## src/rtl/lane_sel_pkg.sv

```systemverilog
// Package: shared types for the byte-lane strobe decoder.
// Assumes a 32-bit port split into four byte lanes; lane index 3 carries
// D31-D24 and lane index 0 carries D7-D0.
package lane_sel_pkg;

    localparam int LANES = 4;

    typedef enum logic [1:0] {
        SZ_LONG   = 2'b00,
        SZ_BYTE   = 2'b01,
        SZ_WORD   = 2'b10,
        SZ_TRIPLE = 2'b11
    } xfer_size_e;

    typedef logic [LANES-1:0] lane_vec_t;

endpackage

```

## src/rtl/lane_write_decode.sv

```systemverilog
// Module: lane_write_decode
// Purpose: combinational decode of the lanes a transfer touches, active high.
// Assumes: offset is A1:A0, size uses xfer_size_e, rw = 1 means read.
// A read enables every lane. A write enables only the lanes from the offset up
// to the end of the transfer, clipped at the last lane of the port.
module lane_write_decode
    import lane_sel_pkg::*;
(
    input  logic       rd,
    input  logic [1:0] offset,
    input  xfer_size_e size,
    output lane_vec_t  lanes
);

    logic a0, a1;
    logic is_byte, is_word, is_triple, is_long;

    // Split the inputs into single-bit terms for the product terms below.
    always_comb begin
        a0        = offset[0];
        a1        = offset[1];
        is_byte   = (size == SZ_BYTE);
        is_word   = (size == SZ_WORD);
        is_triple = (size == SZ_TRIPLE);
        is_long   = (size == SZ_LONG);
    end

    // Sum-of-products for each lane, with the read term covering every lane.
    always_comb begin
        lanes[3] = rd | (!a1 & !a0);
        lanes[2] = rd | (!a1 & a0) | (!a1 & !a0 & !is_byte);
        lanes[1] = rd | (a1 & !a0)
                      | (!a1 & a0 & !is_byte)
                      | (!a1 & !a0 & (is_long | is_triple));
        lanes[0] = rd | (a1 & a0)
                      | (a1 & !a0 & (is_word | is_triple))
                      | (!a1 & a0 & is_triple)
                      | is_long;
    end

endmodule

```

## src/rtl/bank_qualifier.sv

```systemverilog
// Module: bank_qualifier
// Purpose: decides whether the mapped lane group may assert in this cycle.
// Assumes: bank_addr is the high address slice chosen at integration, and a
// CPU-space cycle is one whose function-code bits are all 1.
module bank_qualifier #(
    parameter int                FC_W       = 3,
    parameter int                BANK_W     = 4,
    parameter logic [BANK_W-1:0] BANK_MATCH = 4'h3
) (
    input  logic [FC_W-1:0]   fc,
    input  logic [BANK_W-1:0] bank_addr,
    output logic              enable
);

    logic bank_hit;
    logic not_cpu_space;

    // Bank compare and the NAND of the function code, combined into one enable.
    always_comb begin
        bank_hit      = (bank_addr == BANK_MATCH);
        not_cpu_space = ~(&fc);
        enable        = bank_hit & not_cpu_space;
    end

endmodule

```

## src/rtl/lane_strobe_reg.sv

```systemverilog
// Module: lane_strobe_reg
// Purpose: output register stage that turns active-high lane enables into
// active-low strobes qualified by the address strobe.
// Assumes: synchronous active-low reset; all strobes idle high.
module lane_strobe_reg #(
    parameter int LANES = 4
) (
    input  logic             clk,
    input  logic             rst_n,
    input  logic             as_n,
    input  logic [LANES-1:0] direct_en,
    input  logic [LANES-1:0] mapped_en,
    output logic [LANES-1:0] direct_n,
    output logic [LANES-1:0] mapped_n
);

    for (genvar g = 0; g < LANES; g++) begin : g_lane
        // One flop pair per lane: idle high, low while the strobe and the enable are both active.
        always_ff @(posedge clk) begin
            if (!rst_n) begin
                direct_n[g] <= 1'b1;
                mapped_n[g] <= 1'b1;
            end else begin
                direct_n[g] <= as_n | ~direct_en[g];
                mapped_n[g] <= as_n | ~mapped_en[g];
            end
        end
    end

endmodule

```

## src/rtl/lane_strobe_decoder.sv

```systemverilog
// Module: lane_strobe_decoder (top)
// Purpose: registered byte-lane strobes for a 32-bit memory port on a bus with
// dynamic sizing. It has a direct group and a mapped group; the mapped group is
// gated by a bank match and by the absence of a CPU-space cycle.
// Assumes: addr_bank is wired to the address slice chosen for the bank
// (A21..A18 gives a 256 KB bank); strobes follow inputs sampled at each edge.
module lane_strobe_decoder
    import lane_sel_pkg::*;
#(
    parameter int                FC_W       = 3,
    parameter int                BANK_W     = 4,
    parameter logic [BANK_W-1:0] BANK_MATCH = 4'h3
) (
    input  logic              clk,
    input  logic              rst_n,
    input  logic              as_n,
    input  logic              rw,
    input  logic [FC_W-1:0]   fc,
    input  logic [1:0]        addr_off,
    input  logic [1:0]        size,
    input  logic [BANK_W-1:0] addr_bank,
    output logic [3:0]        direct_n,
    output logic [3:0]        mapped_n
);

    lane_vec_t lanes;
    lane_vec_t mapped_lanes;
    logic      map_enable;

    lane_write_decode u_decode (
        .rd     (rw),
        .offset (addr_off),
        .size   (xfer_size_e'(size)),
        .lanes  (lanes)
    );

    bank_qualifier #(
        .FC_W       (FC_W),
        .BANK_W     (BANK_W),
        .BANK_MATCH (BANK_MATCH)
    ) u_qual (
        .fc        (fc),
        .bank_addr (addr_bank),
        .enable    (map_enable)
    );

    // Mapped lanes are the direct lanes masked by the bank/space enable.
    always_comb begin
        mapped_lanes = lanes & {LANES{map_enable}};
    end

    lane_strobe_reg #(
        .LANES (LANES)
    ) u_reg (
        .clk       (clk),
        .rst_n     (rst_n),
        .as_n      (as_n),
        .direct_en (lanes),
        .mapped_en (mapped_lanes),
        .direct_n  (direct_n),
        .mapped_n  (mapped_n)
    );

endmodule

```

## config.mk

```make
export PLATFORM = sky130hd
export DESIGN_NAME = lane_strobe_decoder
export DESIGN_NICKNAME = d
export VERILOG_FILES = /design/src/rtl/lane_sel_pkg.sv /design/src/rtl/lane_write_decode.sv /design/src/rtl/bank_qualifier.sv /design/src/rtl/lane_strobe_reg.sv /design/src/rtl/lane_strobe_decoder.sv
export SDC_FILE = /design/constraint.sdc
export NUM_CORES = 1
export LEC_CHECK = 0
export BUFFER_PORTS_ARGS = -buffer_cell sky130_fd_sc_hd__buf_4
export CAP_MARGIN = 20
export CORE_AREA = 2 2 39 41
export CTS_BUF_LIST = sky130_fd_sc_hd__clkbuf_4
export CTS_CLUSTER_DIAMETER = 80
export DETAILED_ROUTE_END_ITERATION = 8
export DIE_AREA = 0 0 41 43
export HOLD_SLACK_MARGIN = 0.08
export PLACE_DENSITY = 0.68
export REMOVE_ABC_BUFFERS = 1
export SYNTH_ARGS = -nofsm -noshare
export SYNTH_HDL_FRONTEND = slang
export SYNTH_HIERARCHICAL = 1
export SYNTH_SLANG_ARGS = --single-unit
```

## constraint.sdc

```tcl
create_clock -name clk -period 1.11 [get_ports clk]
set_input_delay 0 -clock clk [delete_from_list [all_inputs] [get_ports clk]]
set_output_delay 0 -clock clk [all_outputs]
set_load 0.02 [all_outputs]
```

# Word-level counts from Yosys, hierarchy flattened
# Cells that the tools add are included.
[totals]
ram_bits = 0
mem_count = 0
inputBits = 15
output_inout_bits = 8
wordCells = 57
rom_bits = 0
regBits = 8
latch_bits = 0
[classes]
n_reduce_logical = 5
n_eq_ne = 4
shifts = 0
muxes = 0
n_div = 0
n_bitwise = 40
n_lt_le_gt_ge = 0
n_mul = 0
add_sub_neg = 0
[ops]
columns = ["cell", "n"]
rows = [
  ["$or 1x1->1", 20],
  ["$and 1x1->1", 10],
  ["$not 1->1", 9],
  ["$and 4x4->4", 1],
  ["$eq 2x2->1 const B", 2],
  ["$eq 4x2->1 const B", 1],
  ["$logic_not 1->1", 3],
  ["$reduce_and 3->1", 1],
  ["$eq 2x1->1 const B", 1],
  ["$logic_not 2->1", 1],
]

# Longest topological paths before layout
# Gate-level depths: netlist (run 1).
[depth]
depth_word = 9
depth_mapped = 6

# Modules after synthesis
# Netlist (run 1), hierarchy kept.
[by_module_without_submodules]
columns = ["mod", "instances", "area_each_um2", "seq_area_each_um2", "cells_each"]
rows = [
  ["lane_strobe_reg", 1, 231.5, 160.2, 17],
  ["lane_write_decode", 1, 121.4, 0.0, 16],
  ["lane_strobe_decoder", 1, 25.0, 0.0, 4],
  ["bank_qualifier", 1, 22.5, 0.0, 3],
]

# Worst setup path after synthesis (run 1)
# Ideal clock, no wire load.
[synth_timing]
path_kind = "input port to flip-flop"
from = "in size[0]"
to = "reg u_reg.mapped_n[1]"
slack_ns = 0.068
setup_time_ns = 0.062
n_path_buf = 0
cell_stages = 6
arrival_time_ns = 0.980
path_cell_list = "inv_1 ha_1 or3b_1 a21o_1 and2_1 nand3b_1"
[synth_between]
elab_chain_cells = 8
[synth_rtl]
columns = ["item", "line", "source"]
rows = [
  ["start: declaration", "lane_strobe_decoder.sv:20", "input logic [1:0] size,"],
  ["$eq 2x1->1", "lane_write_decode.sv:22", "is_byte = (size == SZ_BYTE);"],
  ["$logic_not 1->1", "lane_write_decode.sv:33", "| (!a1 & a0 & !is_byte)"],
  ["$and 1x1->1", "lane_write_decode.sv:33", ""],
  ["$or 1x1->1", "lane_write_decode.sv:33", ""],
  ["$or 1x1->1 *", "lane_write_decode.sv:34", "| (!a1 & !a0 & (is_long | is_triple));"],
  ["named net lanes[1]", "lane_strobe_decoder.sv:26", "lane_vec_t lanes;"],
  ["$and 4x4->4 *", "lane_strobe_decoder.sv:49", "mapped_lanes = lanes & {LANES{map_enable}};"],
  ["named net mapped_lanes[1]", "lane_strobe_decoder.sv:27", "lane_vec_t mapped_lanes;"],
  ["$not 1->1 *", "lane_strobe_reg.sv:25", "mapped_n[g] <= as_n | ~mapped_en[g];"],
  ["$or 1x1->1 *", "lane_strobe_reg.sv:25", ""],
  ["end signal: indexed assignment", "lane_strobe_reg.sv:25", ""],
  ["end: declaration", "lane_strobe_reg.sv:14", "output logic [LANES-1:0] mapped_n"],
]
# Mark *: on every way through the listed nets, which the timed path passes. The rest lies on a longest branch.
# A chain may end at the register's enable or synchronous reset.

# Final worst setup path (run 1)
[layout_timing]
from = "in addr_off[1]"
to = "reg u_reg.mapped_n[2]"
[layout_between]
elab_chain_cells = 7
[layout_rtl]
columns = ["item", "line", "source"]
rows = [
  ["start: declaration", "lane_strobe_decoder.sv:19", "input logic [1:0] addr_off,"],
  ["$logic_not 1->1 *", "lane_write_decode.sv:31", "lanes[2] = rd | (!a1 & a0) | (!a1 & !a0 & !is_byte);"],
  ["$and 1x1->1", "lane_write_decode.sv:31", ""],
  ["$or 1x1->1 or $and 1x1->1 (tied branches)", "lane_write_decode.sv:31", ""],
  ["$or 1x1->1 *", "lane_write_decode.sv:31", ""],
  ["named net lanes[2]", "lane_strobe_decoder.sv:26", ""],
  ["$and 4x4->4 *", "lane_strobe_decoder.sv:49", ""],
  ["named net mapped_lanes[2]", "lane_strobe_decoder.sv:27", ""],
  ["$not 1->1 *", "lane_strobe_reg.sv:25", ""],
  ["$or 1x1->1 *", "lane_strobe_reg.sv:25", ""],
]
# Marks and branches as above.

==> impl_metrics.prom, run 1 <==
# TYPE chip_impl_metric gauge
chip_impl_metric{name="yosys-mux-area-fraction",unit=""} 0
chip_impl_metric{name="ir_worst_vdd",unit="uV"} 300
chip_impl_metric{name="place_area",unit="sq um"} 604
chip_impl_info{name="tritoncts_clock_tree",value="built"} 1
chip_impl_metric{name="insertedDiodeCount",unit=""} 0
chip_impl_metric{name="post_synth_inst_count",unit=""} 40
chip_impl_metric{name="yosysTopAreaCellShare",unit=""} 0.400
chip_impl_info{name="setup_repair_after_global_routing_missed_its_margin",value="false"} 1
chip_impl_metric{name="chipWidth",unit="um"} 41
chip_impl_metric{name="final_number_of_setup_violating_endpoints",unit=""} 0
chip_impl_metric{name="grt_usage",unit=""} 0.118
chip_impl_info{name="end_kind",value="flip-flop"} 1
chip_impl_metric{name="route.detailed.vias_per_inst",unit=""} 4.34
chip_impl_metric{name="yosys.cell_types.count",unit=""} 17
chip_impl_metric{name="grt_antenna_before_repair",unit=""} 0
chip_impl_info{name="worst_min_delay_path_endpoint",value="u_reg/mapped_n[3]"} 1
chip_impl_metric{name="finalHoldWorstSlack",unit="ns"} 0.103
chip_impl_info{name="timing.critical_path.cells",value="buf_4, dlygate4sd3_1, o21bai_1, and2_1, nand3b_1"} 1
chip_impl_metric{name="synth-edff-count",unit=""} 0
chip_impl_info{name="status",value="finished clean"} 1
chip_impl_info{name="crit_slowest_cell",value="sky130_fd_sc_hd__dlygate4sd3_1"} 1
chip_impl_metric{name="cellPowerDensity",unit="mW/mm^2"} 967
chip_impl_metric{name="synthesis.area_per_instance",unit="sq um"} 10.0
chip_impl_metric{name="area_of_the_mapped_netlist",unit="sq um"} 400
chip_impl_metric{name="final_cell_area",unit="sq um"} 677
chip_impl_metric{name="hpwlAfterDp",unit="um"} 656
chip_impl_info{name="synth-main-ff-cell",value="sky130_fd_sc_hd__dfxtp_1"} 1
chip_impl_info{name="worstSetupPathType",value="input pin to flip-flop"} 1
chip_impl_metric{name="cap_viol_max_count",unit=""} 0
chip_impl_metric{name="port_buffers",unit=""} 22
chip_impl_metric{name="firstDrtPassIters",unit=""} 4
chip_impl_metric{name="holdPathStages",unit=""} 4
chip_impl_metric{name="maxClockFrequency",unit="MHz"} 1040
chip_impl_metric{name="cts.repair.resized",unit=""} 0
chip_impl_metric{name="fin_tns_setup",unit="ns"} 0
chip_impl_metric{name="clkSlewWorstSetupHoldPaths",unit="ns"} 0.05
chip_impl_metric{name="crit_required",unit="ns"} 1.24
chip_impl_metric{name="timing_worst_slew_pin_value",unit="ns"} 0.331
chip_impl_metric{name="cts.sink_count",unit=""} 8
chip_impl_metric{name="pre_cts_setup_slack",unit="ns"} -0.0503
chip_impl_metric{name="period_share",unit=""} 0.864
chip_impl_metric{name="maximum_number_of_pins_on_one_net_before_global_route_repair",unit=""} 9
chip_impl_metric{name="vias",unit=""} 386
chip_impl_metric{name="row_count",unit=""} 14
chip_impl_info{name="ys_top_cells_by_count",value="sky130_fd_sc_hd__dfxtp_1, sky130_fd_sc_hd__nand3b_1, sky130_fd_sc_hd__and2_1, sky130_fd_sc_hd__ha_1"} 1
chip_impl_metric{name="post-cts-setup-buffers",unit=""} 0
chip_impl_metric{name="synth_area_in_xor_xnor",unit=""} 0
chip_impl_metric{name="die_span_y",unit="um"} 43
chip_impl_metric{name="fraction_of_final_layout_cells_sized_beyond_drive_strength_1",unit=""} 0.425
chip_impl_metric{name="drt.antenna.violating_nets",unit=""} 0
chip_impl_metric{name="start_util",unit=""} 0.289
chip_impl_metric{name="synth-seq-area-share",unit=""} 0.400
chip_impl_metric{name="design.final.nets",unit=""} 94
chip_impl_info{name="synth.area.top_cells",value="sky130_fd_sc_hd__dfxtp_1, sky130_fd_sc_hd__nand3b_1, sky130_fd_sc_hd__ha_1, sky130_fd_sc_hd__and2_1, sky130_fd_sc_hd__o21bai_1"} 1
chip_impl_metric{name="synth_simple_gate_area_share",unit=""} 0.334
chip_impl_metric{name="synth_async_sr_flop_share",unit=""} 0
chip_impl_metric{name="syn_warnings",unit=""} 6
chip_impl_metric{name="post-route-drc-count",unit=""} 0
chip_impl_metric{name="placedCellCount",unit=""} 81
chip_impl_metric{name="detail_route.wl_per_cell",unit="um"} 9.63
chip_impl_info{name="yosysTopAreaCell",value="sky130_fd_sc_hd__dfxtp_1"} 1
chip_impl_metric{name="overflow",unit=""} 0
chip_impl_metric{name="floorplan.io_pins",unit=""} 23
chip_impl_metric{name="p_r_area_growth_vs_syn",unit="%"} 69.1
chip_impl_metric{name="finalHoldViolations",unit=""} 0
chip_impl_metric{name="slew_viol_final",unit=""} 0
chip_impl_info{name="startpoint_type",value="input pin"} 1
chip_impl_metric{name="synth-seq-cells",unit=""} 8
chip_impl_metric{name="design_power_total",unit="uW"} 654
chip_impl_metric{name="cts.htree.levels",unit=""} 1
chip_impl_metric{name="final_core_utilization",unit=""} 0.489
chip_impl_metric{name="fraction_of_the_mapped_netlist_area_in_compound_gates",unit=""} 0.0938
chip_impl_metric{name="critical-path-max-stage-delay",unit="ns"} 0.57
chip_impl_metric{name="die_footprint",unit="sq mm"} 0.00176
chip_impl_metric{name="post-route-worst-setup-slack",unit="ns"} 0.151
chip_impl_metric{name="grt_first_pass_wirelength",unit="mm"} 1.41
chip_impl_metric{name="cp_max_fo",unit=""} 4
chip_impl_metric{name="wirelength",unit="um"} 857
chip_impl_info{name="synth_top_family_by_area",value="simple AND/OR/NAND/NOR gates"} 1
chip_impl_metric{name="post-route-min-period",unit="ns"} 0.959
chip_impl_metric{name="final.fill_count",unit=""} 136
chip_impl_info{name="startpoint_of_the_worst_setup_timing_path",value="addr_off[1]"} 1
chip_impl_metric{name="cp.arrival",unit="ns"} 1.09
chip_impl_metric{name="fp.coreArea",unit="sq mm"} 0.00138
chip_impl_metric{name="cts.path.max_buffers",unit=""} 2
chip_impl_info{name="clock_tree.root_cell",value="sky130_fd_sc_hd__clkbuf_4"} 1
chip_impl_metric{name="total_leakage_power",unit="nW"} 0.319
chip_impl_metric{name="final_standard_cell_count_with_taps_included_and_fillers_excluded",unit=""} 89
chip_impl_metric{name="cts_buffers",unit=""} 3
chip_impl_metric{name="number_of_design_rule_violations_left_by_the_first_detailed_router_iteration",unit=""} 11
chip_impl_info{name="hold_path.startpoint",value="addr_bank[2]"} 1
chip_impl_metric{name="routabilityCongestion",unit=""} 0.613
chip_impl_metric{name="grt_pass1_vias",unit=""} 357
chip_impl_info{name="hold_path_class",value="input pin to flip-flop"} 1
chip_impl_metric{name="slew_headroom",unit=""} 0.778
chip_impl_metric{name="synth-adder-area-share",unit=""} 0.125
-- routing by layer --
layer  global-route usage  vias to the layer above  wire length [um]
li1                     -                      203                 -
met1                0.138                      167               331
met2                0.178                       16               445
met3               0.0157                        0                79
met4                0.100                        0                 0
met5                    0                        -                 0
-- logic make-up (layout without fill, tap and decap cells) --
| group | after synthesis | in the layout |
|---|---|---|
| AND/OR/NAND/NOR | 19 | 19 |
| flip-flops | 8 | 8 |
| AO/OA/AOI/OAI | 6 | 6 |
| adder cells (fa/ha/maj) | 4 | 4 |
| buffers and inverters | 3 | 36 |
-- registers in the layout, summed over array words and instances, names as in the netlist --
name            flops
u_reg/direct_n      4
u_reg/mapped_n      4
-- layout by cell type, fill, tap and decap left out --
cell type | synthesis | layout
sky130_fd_sc_hd__nor4_2 | 1 | 1
sky130_fd_sc_hd__dfxtp_1 | 8 | 8
sky130_fd_sc_hd__inv_1 | 2 | 2
sky130_fd_sc_hd__a21o_1 | 1 | 1
sky130_fd_sc_hd__o21bai_1 | 2 | 2
sky130_fd_sc_hd__nand2_1 | 1 | 1
sky130_fd_sc_hd__nor2_1 | 1 | 1
sky130_fd_sc_hd__dlygate4sd3_1 | 0 | 5
sky130_fd_sc_hd__and2b_2 | 1 | 1
sky130_fd_sc_hd__and2_1 | 4 | 4
sky130_fd_sc_hd__a21oi_1 | 1 | 1
sky130_fd_sc_hd__ha_1 | 4 | 4
sky130_fd_sc_hd__clkbuf_4 | 0 | 3
sky130_fd_sc_hd__and3_1 | 1 | 1
sky130_fd_sc_hd__nand3b_1 | 8 | 8
sky130_fd_sc_hd__or3b_1 | 1 | 1
sky130_fd_sc_hd__nor3_1 | 1 | 1
sky130_fd_sc_hd__o21ai_0 | 2 | 2
sky130_fd_sc_hd__buf_4 | 0 | 26
-- what timing repair did --
action | CTS | global route
setup endpoints to repair | 0 | 0
hold endpoints to repair | 8 | 0
hold buffers | 5 | 0
-- critical path: cells and delay by family --
kind,cells,cell delay (ns)
compound gates,1,0.19
buf+inv,2,0.69
simple gates,2,0.22
-- report_power, final --
group / switching, mW / internal, mW
clock network: 0.0896 / 0.123
registers: 0.00239 / 0.297
logic: 0.0561 / 0.0862
total: 0.148 / 0.506
-- final cells by class --
| cell class | count | area (sq um) | share of cell area |
|---|---|---|---|
| Clock buffer | 3 | 22.5 | 0.0333 |
| Tap cell | 16 | 20.0 | 0.0296 |
| Multi-Input combinational cell | 29 | 221 | 0.327 |
| Timing Repair Buffer | 31 | 245 | 0.362 |
| Inverter | 2 | 7.51 | 0.0111 |
| Sequential cell | 8 | 160 | 0.237 |
-- worst max-delay path by stage --
stage | endpoint | cells past startpoint | slack, ns
5_1_grt | u_reg/mapped_n[2] | 5 | 0.04
6_report | u_reg/mapped_n[2] | 5 | 0.15
2_1_floorplan | u_reg/mapped_n[1] | 6 | 0.07
3_5_place_dp | u_reg/mapped_n[1] | 7 | -0.05
4_1_cts | u_reg/mapped_n[2] | 5 | 0.16
3_3_place_gp | u_reg/mapped_n[1] | 7 | -0.05
(Power assumes the default switching activity.)
==> run 2: changes to the inputs <==
--- a/config.mk
+++ b/config.mk
@@ -13,6 +13,7 @@
 export DETAILED_ROUTE_END_ITERATION = 8
 export DIE_AREA = 0 0 41 43
 export HOLD_SLACK_MARGIN = 0.08
+export MAX_ROUTING_LAYER = met4
 export PLACE_DENSITY = 0.68
 export REMOVE_ABC_BUFFERS = 1
 export SYNTH_ARGS = -nofsm -noshare
==> run 2 against run 1 <==
Non-clock buffer count is the same. Cell count is the same. Sequential share of layout area is the same. Total power is essentially flat. Setup slack is essentially flat. Via count is the same. Critical path depth is the same. Flip-flop and latch count is the same. First-iteration DRC count is the same. Final area is the same. Worst hold slack is essentially flat. Largest cell class unchanged. Highest routed layer unchanged.
==> impl_metrics.prom, run 2 (synthesis results as in run 1) <==
# TYPE chip_impl_metric gauge
chip_impl_info{name="status",value="finished clean"} 1
chip_impl_metric{name="crit_buf_inv",unit=""} 2
chip_impl_metric{name="insertedDiodeCount",unit=""} 0
chip_impl_metric{name="power_frac_clock",unit=""} 0.325
chip_impl_metric{name="post-route-drc-count",unit=""} 0
chip_impl_metric{name="cts.sink_count",unit=""} 8
chip_impl_metric{name="final_number_of_setup_violating_endpoints",unit=""} 0
chip_impl_metric{name="fraction_of_final_layout_cells_sized_beyond_drive_strength_1",unit=""} 0.425
chip_impl_metric{name="grt_usage",unit=""} 0.121
chip_impl_metric{name="cts.repair.resized",unit=""} 0
chip_impl_metric{name="fp.coreArea",unit="sq mm"} 0.00138
chip_impl_metric{name="grt_pass1_vias",unit=""} 358
chip_impl_metric{name="p_r_area_growth_vs_syn",unit="%"} 69.1
chip_impl_metric{name="cp.arrival",unit="ns"} 1.09
chip_impl_metric{name="final.fill_count",unit=""} 136
chip_impl_metric{name="post-route-min-period",unit="ns"} 0.959
chip_impl_metric{name="cts.htree.levels",unit=""} 1
chip_impl_info{name="hold_path_class",value="input pin to flip-flop"} 1
chip_impl_metric{name="floorplan.io_pins",unit=""} 23
chip_impl_metric{name="total_leakage_power",unit="nW"} 0.319
chip_impl_metric{name="final_core_utilization",unit=""} 0.489
chip_impl_metric{name="drt.antenna.violating_nets",unit=""} 0
chip_impl_info{name="clock_tree.root_cell",value="sky130_fd_sc_hd__clkbuf_4"} 1
chip_impl_metric{name="row_count",unit=""} 14
chip_impl_metric{name="cap_viol_max_count",unit=""} 0
chip_impl_metric{name="p_switching",unit="uW"} 148
chip_impl_metric{name="maximum_number_of_pins_on_one_net_before_global_route_repair",unit=""} 9
chip_impl_metric{name="detail_route.wl_per_cell",unit="um"} 9.61
chip_impl_metric{name="crit_required",unit="ns"} 1.24
chip_impl_metric{name="design_power_total",unit="uW"} 654
chip_impl_metric{name="cts_buffers",unit=""} 3
chip_impl_metric{name="design.final.nets",unit=""} 94
chip_impl_metric{name="power.share.switching",unit=""} 0.226
chip_impl_metric{name="post-cts-setup-buffers",unit=""} 0
chip_impl_metric{name="die_footprint",unit="sq mm"} 0.00176
chip_impl_metric{name="internal_power",unit="uW"} 506
chip_impl_info{name="startpoint_type",value="input pin"} 1
chip_impl_metric{name="ir_worst_vdd",unit="uV"} 300
chip_impl_info{name="worstSetupPathType",value="input pin to flip-flop"} 1
chip_impl_metric{name="vias",unit=""} 386
chip_impl_metric{name="p_comb_frac",unit=""} 0.218
chip_impl_info{name="final_common_cell",value="sky130_fd_sc_hd__buf_4"} 1
chip_impl_metric{name="route.detailed.vias_per_inst",unit=""} 4.34
chip_impl_metric{name="start_util",unit=""} 0.289
chip_impl_metric{name="timing_worst_slew_pin_value",unit="ns"} 0.331
chip_impl_info{name="tritoncts_clock_tree",value="built"} 1
chip_impl_metric{name="finalHoldViolations",unit=""} 0
chip_impl_metric{name="cts_hold_repair_buffers",unit=""} 5
chip_impl_metric{name="maxClockFrequency",unit="MHz"} 1040
chip_impl_metric{name="hpwlAfterDp",unit="um"} 656
chip_impl_info{name="crit_slowest_cell",value="sky130_fd_sc_hd__dlygate4sd3_1"} 1
chip_impl_metric{name="pwr-share-seq",unit=""} 0.457
chip_impl_metric{name="cellPowerDensity",unit="mW/mm^2"} 967
chip_impl_metric{name="multi_input_comb_area",unit="sq um"} 221
chip_impl_info{name="reg.largest.list",value="u_reg/direct_n: 4 flops, u_reg/mapped_n: 4 flops"} 1
chip_impl_metric{name="routabilityCongestion",unit=""} 0.617
chip_impl_metric{name="number_of_design_rule_violations_left_by_the_first_detailed_router_iteration",unit=""} 11
chip_impl_metric{name="firstDrtPassIters",unit=""} 4
chip_impl_metric{name="chipWidth",unit="um"} 41
chip_impl_metric{name="slew_viol_final",unit=""} 0
chip_impl_metric{name="grt_antenna_before_repair",unit=""} 0
chip_impl_metric{name="final-seq-area",unit="sq um"} 160
chip_impl_metric{name="critical-path-max-stage-delay",unit="ns"} 0.57
chip_impl_metric{name="overflow",unit=""} 0
chip_impl_info{name="setup_repair_after_global_routing_missed_its_margin",value="false"} 1
chip_impl_metric{name="clkSlewWorstSetupHoldPaths",unit="ns"} 0.05
chip_impl_metric{name="grt_first_pass_wirelength",unit="mm"} 1.41
chip_impl_metric{name="slew_headroom",unit=""} 0.778
chip_impl_metric{name="cp_max_fo",unit=""} 4
chip_impl_info{name="timing.critical_path.cells",value="buf_4, dlygate4sd3_1, o21bai_1, and2_1, nand3b_1"} 1
chip_impl_info{name="final_cell_mix",value="sky130_fd_sc_hd__buf_4, sky130_fd_sc_hd__nand3b_1, sky130_fd_sc_hd__dfxtp_1"} 1
chip_impl_metric{name="die_span_y",unit="um"} 43
chip_impl_metric{name="port_buffers",unit=""} 22
chip_impl_metric{name="cts.path.max_buffers",unit=""} 2
chip_impl_info{name="end_kind",value="flip-flop"} 1
chip_impl_metric{name="period_share",unit=""} 0.864
chip_impl_metric{name="wirelength",unit="um"} 855
chip_impl_info{name="top_cell_family_by_delay_on_the_critical_path",value="buffers and inverters"} 1
run 2: area by class of cell:
type                    count  area share
inverters                   2      0.0111
clock buffers               3      0.0333
multi-input cells          29       0.327
well taps                  16      0.0296
flip-flops and latches      8       0.237
repair buffers             31       0.362
run 2: per-layer routing:
layer  up-vias  wire [um]  part of all wire  global-route usage
met5         -          0                 0                   -
met2        16        444              0.52               0.178
met4         0          0                 0               0.100
met3         0         84             0.098              0.0157
met1       167        327              0.38               0.138
li1        203          -                 -                   -
run 2: path summary, 6_finish.rpt:
check                            to  slack [ns]  cells past startpoint    startpoint
hold / removal    u_reg/mapped_n[3]        0.10                      4  addr_bank[2]
setup / recovery  u_reg/mapped_n[2]        0.15                      5   addr_off[1]
run 2: power groups by stage:
stage | combinational [mW] | clock, mW | sequential [mW]
after detailed placement | 0.129 | 0 | 0.305
after global routing | 0.158 | 0.238 | 0.300
after global placement | 0.127 | 0 | 0.305
final | 0.142 | 0.213 | 0.299
after CTS | 0.143 | 0.224 | 0.299
after floorplan | 0.0363 | 0 | 0.317
run 2: metrics by stage:
stage / cell area [sq um] / setup TNS (ns) / setup slack [ns] / hold WS, ns / std cells
2_1_floorplan: 389 / 0 / 0.0676 / 0.0831 / 39
3_3_place_gp: 604 / -0.0517 / -0.0517 / 0.242 / 81
3_5_place_dp: 604 / -0.0525 / -0.0503 / 0.239 / 81
4_1_cts: 677 / 0 / 0.160 / 0.0984 / 89
5_1_grt: 677 / 0 / 0.0418 / 0.110 / 89
6_report: 677 / 0 / 0.151 / 0.103 / 89
